File: config.mk
export PLATFORM = sky130hd
export DESIGN_NAME = slot_limit_timer
export DESIGN_NICKNAME = d
export VERILOG_FILES = /design/src/rtl/slot_limit_timer.sv
export SDC_FILE = /design/constraint.sdc
export NUM_CORES = 1
export LEC_CHECK = 0
export BUFFER_PORTS_ARGS = -buffer_cell sky130_fd_sc_hd__buf_4
export CORE_MARGIN = 5
export CORE_UTILIZATION = 55
export CTS_CLUSTER_SIZE = 20
export DETAILED_ROUTE_END_ITERATION = 16
export PLACE_DENSITY_LB_ADDON = 0.2
export SYNTH_ARGS = -nofsm -noshare
export SYNTH_HDL_FRONTEND = slang
export SYNTH_SLANG_ARGS = --single-unit
File: constraint.sdc
create_clock -name clk -period 4.3 [get_ports clk]
set_input_delay 0.215 -clock clk [delete_from_list [all_inputs] [get_ports clk]]
set_output_delay 0.215 -clock clk [all_outputs]
set_load 0.05 [all_outputs]
File: src/rtl/slot_limit_timer.sv
module slot_limit_timer #(
  parameter int SLOT_W = 8
) (
  input  logic              clk,
  input  logic              rst_n,
  input  logic              cfg_we,
  input  logic [SLOT_W-1:0] cfg_slot,
  input  logic              arb_done,
  input  logic              access_end,
  output logic              rearb_req
);
  localparam logic [SLOT_W-1:0] SLOT_MAX = {SLOT_W{1'b1}};
  localparam logic [SLOT_W-1:0] ZERO     = '0;
  localparam logic [SLOT_W-1:0] ONE      = {{(SLOT_W-1){1'b0}}, 1'b1};

  logic [SLOT_W-1:0] slot_q;
  logic [SLOT_W-1:0] cnt;
  logic              armed;
  logic              expired;

  always_ff @(posedge clk or negedge rst_n)
    if (!rst_n)      slot_q <= SLOT_MAX;
    else if (cfg_we) slot_q <= cfg_slot;

  always_ff @(posedge clk or negedge rst_n)
    if (!rst_n) begin
      cnt   <= ZERO;
      armed <= 1'b0;
    end else if (arb_done) begin
      cnt   <= slot_q;
      armed <= (slot_q != ZERO);
    end else if (armed && cnt != ZERO) begin
      cnt   <= cnt - ONE;
    end

  assign expired   = armed && (cnt == ZERO);
  assign rearb_req = expired && access_end;
endmodule


# == Word-level counts from Yosys, hierarchy flattened ==
# Cells that the tools add are included.
# totals
output_inout_bits,1
wordCells,13
memories,0
mem_bits_ro,0
latch_bits,0
ff_bits,17
ramBits,0
# classes
reduce_logical,7
n_mux,2
n_bitwise,0
magnitude_cmp,0
addsub,1
eq_ne,0
shift,0
mul,0
n_div,0
# op_table
operator,n
two-way mux 8 bit,2
nonzero test 8 bit,2
logical NOT 8 bit,1
"subtractor 8 x 1 -> 8 bit, second input constant",1
logical AND 1 bit,3
nonzero test 2 bit,1

# == Logic depth before layout (Yosys ltp) ==
# logic_depth
word_depth,4
depth_mapped,5
ltp_nobuf,5

# == Worst setup path after synthesis ==
# Ideal clock, no wire load.
# synth_timing
kind,flip-flop to output port
start,reg cnt[4]
end,out rearb_req
stages_incl_launch_ff,4
t_required_ns,4.085
setup_slack_ns,2.466
arrival_time_ns,1.619
cell_sequence,dfrtp_1 -> nor4_2 -> nand2_1 -> nor2_1
# synth_between
elab_chain_cells,3
# synth_lines
item,line,source
start: declaration,17,logic [SLOT_W-1:0] cnt;
start signal: assignment,30,cnt <= slot_q;
start signal: assignment,33,cnt <= cnt - ONE;
logical NOT 8 bit,36,assign expired = armed && (cnt == ZERO);
logical AND 1 bit,36,
logical AND 1 bit,37,assign rearb_req = expired && access_end;
end: declaration,10,output logic rearb_req
# Every way passes these cells.

# == Worst setup path in the final report ==
# Same ends and word-level chain as after synthesis.

==> results <==
- The endpoint type of the worst setup path is an output pin.
- Including well taps, the total number of placed cells is between 100 and 150.
- In the final layout, the share of cells above drive strength 1 is 0.380.
- Setup repair after global routing left no endpoint under its margin.
- The die is roughly 51 um wide.
- Once detail routing completed, the nets flagged for antenna violations numbered 0.
- The signed area change from the synthesized netlist to the final layout is 14.3%.
- Routability-driven placement finished with a final weighted congestion of a little over 0.8.
- After the flow finishes, the layout carries non-filler instances totaling about 120.
- In this run the power spent charging and discharging nets is between 0.0001 and 0.00015 W.
- The TritonCTS buffer count is 3.
- Of the total power, the share spent switching nets is 0.303.
- The logic depth of the worst register-to-register path is 5.
- Tracing the worst setup path back leads to its startpoint at cnt[4].
- The post-cts gate resize count is 0.
- Along the worst path, the maximum fanout reaches 8.
- The worst pin sits at a relative slew slack of 0.605.
- The type of origin of the critical path is a flop.
- Internal power comes to between 0.0002 and 0.0003 W.
- The max-slew violation count came to 0.
- The share of the core filled with cells in the final layout is 0.681.
- On the final layout, the worst clock skew is around 0.0046 ns.
- At the end of the flow, the number of nets in the layout was 115.
- The area of the multi-input gates is ~460 um2.
- At the later pin of the worst-skew pair, clock insertion delay measures ~0.3 ns.
- The clock period minus worst slack is ~2 ns.
- The residual overflow from global routing is 0.
- The area of the placeable core is 0.00156 mm2.
- Static timing analysis puts the maximum clock frequency at a little over 500 MHz.
- The first global-routing pass estimated around 3200 um of wire.
- The clock transition at the registers of the reported paths is ~0.1 ns.
- Entering global routing, the biggest net connects 18 pins.
- For the worst setup path, the data arrival time is approximately 1.8 ns.
- The number of global-route vias before repair is just over 700.
- The post-place setup slack is between 2 and 3 ns.
- The initial antenna violation count was 0.
- The initial utilization of the core area, before any placement, comes to 0.596.
- The slowest stage cell on the critical path is nor4_2.
- For this run, asynchronously set or reset flops after synthesis account for 1.00.
- The number of enable-type register cells in the synthesized netlist is 0.
- After the first detailed-routing iteration, the DRC count stood at 23.
- The number of buffers and inverters on the critical path is 1.
- The critical path is of the reg2out type.
- Before antenna repair, the detailed router went through 4 iterations.
- The number of maximum-capacitance constraint violations is 0.
- The combinational share of power is 0.194.
- The worst hold path startpoint is cfg_slot[0].
- Dividing total power by cell area gives a power density of roughly 350 mW/mm2.
- The startpoint of the most critical register-to-register path is cnt[0].
- The overall track demand over capacity in global routing is 0.162.
- The number of failing hold endpoints at the final stage is 0.
- Walking the worst path, the cells encountered are nor4_2 -> nand2_1 -> nor2_1 -> buf_4.
- In this run the clock root is driven by a clkbuf_4.
- The run finished with clean final reports.
- The critical path's largest stage delay is 0.58 ns.
- The floorplan die height is 51.1 um.
- The count of synthesis-stage warnings from yosys is 0.
- The clock sink count is 17.
- The part of the power in the clock network is 0.233.
- The synthesized design contains 17 register bits.
- Along the worst hold path, the cell count comes to 2.
- TritonCTS built the clock tree.
- The placement row count is 14.
- Across all setup checks in the final design, the least slack found is about 2.3 ns.
- The analysis attributes to cell leakage a power of approximately 0.43 nW.
- Wires add up to 1820 um.
- The setup TNS after final layout is 0 ns.
- The number of nets in the synthesized netlist is 100.
- In this run the deepest clock path goes through 2 buffers.
- The class of the tightest hold or removal check is in2reg.
- During placement, the flow inserted port buffers numbering 13.
- The dominant delay contributor by cell family on the critical path is simple AND/OR/NAND/NOR gates.
- The most frequently used flop master after synthesis is dfrtp_1.
- The number of vias in the routed layout is approximately 780.
- The number of setup buffers added after CTS is 0.
- The sequential share of power is 0.573.
- The number of different library cells in the post-synthesis netlist is 34.
- In this run the number of H-tree levels came out at 1.
- The post-synthesis average cell area is about 11 um2.
- The share of the Yosys chip area taken by registers is 0.468.
- After technology mapping, the gate count stands at 86.
- The total I/O pin count is 14.
- The number of inserted filler cells in the final layout is approximately 120.
- The total DRC errors in the routed layout is 0.
- Summing all flip-flop and latch instances after layout gives ~440 um2.
- The final clock period utilization by the worst path is 0.458.
- For the worst setup path, the data required time is a little over 4 ns.
- The HPWL after detailed placement is roughly 1300 um.
- The detail-routed net length per standard cell is roughly 16 um.
- For the pin with the worst max-slew slack, the measured transition is about 0.59 ns.
- The mapped netlist covers approximately 930 um2.
- The repair_antennas step left the layout with diodes totalling 0.
- The floorplan step defined a die boundary enclosing about 0.0026 mm2.
- The worst voltage drop across the vdd grid is approximately 0.00025 V.
- The cell count along the critical path is 4.
- The post-detailed-route via-to-cell ratio is around 6.7.
- The final setup violation count is 0.
cell usage in the layout (no fill, tap or decap):
cell type	synthesis	final
a211o_1	3	3
ha_1	1	1
or3b_2	1	1
or4_1	1	1
buf_4	0	13
dlygate4sd3_1	0	1
a21oi_1	4	4
nor4_1	3	3
nand4bb_1	1	1
nor3_1	1	1
o211ai_1	1	1
o2111ai_1	1	1
nor4b_1	1	1
nor3b_1	3	3
nor2b_1	1	1
nor4b_2	1	1
o311ai_0	1	1
dfstp_2	8	8
inv_1	4	4
a31oi_1	2	2
nor2_1	6	6
dfrtp_1	9	9
nor4_2	1	1
clkinv_2	0	1
nand3_1	4	4
a211oi_1	1	1
nand4_1	4	4
a2bb2oi_1	1	1
a41o_1	1	1
mux2_2	8	8
clkbuf_4	0	3
or4b_1	1	1
or3_1	1	1
a2bb2oi_2	1	1
nand2_1	5	5
and4_2	1	1
power groups by stage:
stage / combinational (W) / clock (W) / sequential, W
floorplan: 0.0000526 / 0 / 0.000207
global placement: 0.0000699 / 0 / 0.000213
detailed placement: 0.0000715 / 0 / 0.000215
CTS: 0.0000726 / 0.0000900 / 0.000212
global route: 0.0000814 / 0.0000979 / 0.000216
finish: 0.0000722 / 0.0000866 / 0.000213
worst paths after layout:
path,to,slack (ns)
worst max-delay path,rearb_req,2.33
worst min-delay path,slot_q[0],0.14
worst max register to register,cnt[5],2.53
worst min register to register,cnt[2],0.55
max in group asynchronous,slot_q[5],3.74
min in group asynchronous,cnt[1],0.30
logic make-up (layout without fill, tap and decap cells):
kind of cell	count (synthesis)	in the layout	share of synthesized area
AO/OA/AOI/OAI	16	16	0.135
adder cells (fa/ha/maj)	1	1	0.0135
buffers and inverters	8	22	0.0404
flip-flops	17	17	0.468
multiplexers	8	8	0.0969
AND/OR/NAND/NOR	36	36	0.246
synthesized netlist by cell type (2+ instances only):
master | count | area (um2)
nor4_1 | 3 | 18.8
inv_1 | 4 | 15.0
clkbuf_1 | 3 | 11.3
mux2_2 | 8 | 90.1
nor3b_1 | 3 | 22.5
a21oi_1 | 4 | 20.0
a211o_1 | 3 | 26.3
dfstp_2 | 8 | 210
dfrtp_1 | 9 | 225
nand2_1 | 5 | 18.8
nand3_1 | 4 | 20.0
nor2_1 | 6 | 22.5
a31oi_1 | 2 | 12.5
nand4_1 | 4 | 25.0
per-layer routing:
metal | share of wire | vias to the layer above | global-route usage | wire length [um]
li1 | - | 362 | - | -
met1 | 0.45 | 367 | 0.208 | 812
met2 | 0.47 | 42 | 0.251 | 862
met3 | 0.068 | 4 | 0.0378 | 124
met4 | 0.010 | 0 | 0.0897 | 19
met5 | 0 | - | 0 | 0
worst reg2reg max path, stage by stage, from the launching register on:
cell and delay [ns]:
dfrtp_1 0.44, inv_1 0.10, ha_1 0.21, nor3b_1 0.53
and4_2 0.33, nor3_1 0.05
layout make-up:
type / instances / share of cell area
multi-input cells: 61 / 0.430
flip-flops and latches: 17 / 0.410
repair buffers: 14 / 0.101
clock buffers: 3 / 0.0212
well taps: 16 / 0.0188
inverters: 4 / 0.0141
clock inverters: 1 / 0.00471
through the flow:
step / cell area [um2] / total power, W / hold WS (ns)
after detailed placement: 1020 / 0.000287 / 0.0893
after floorplan: 930 / 0.000259 / -0.0806
after global placement: 1020 / 0.000283 / 0.0880
final: 1060 / 0.000372 / 0.139
after CTS: 1060 / 0.000375 / 0.136
after global routing: 1060 / 0.000396 / 0.131
sequential cells by signal, indices dropped and copies added, names as in the netlist:
name,cells
slot_q,8
cnt,8
armed,1
timing repair:
item,4_1_cts,5_1_grt
hold buffers,1,0
endpoints found under the setup margin,0,0
endpoints found under the hold margin,14,0
(Power assumes the default switching activity.)
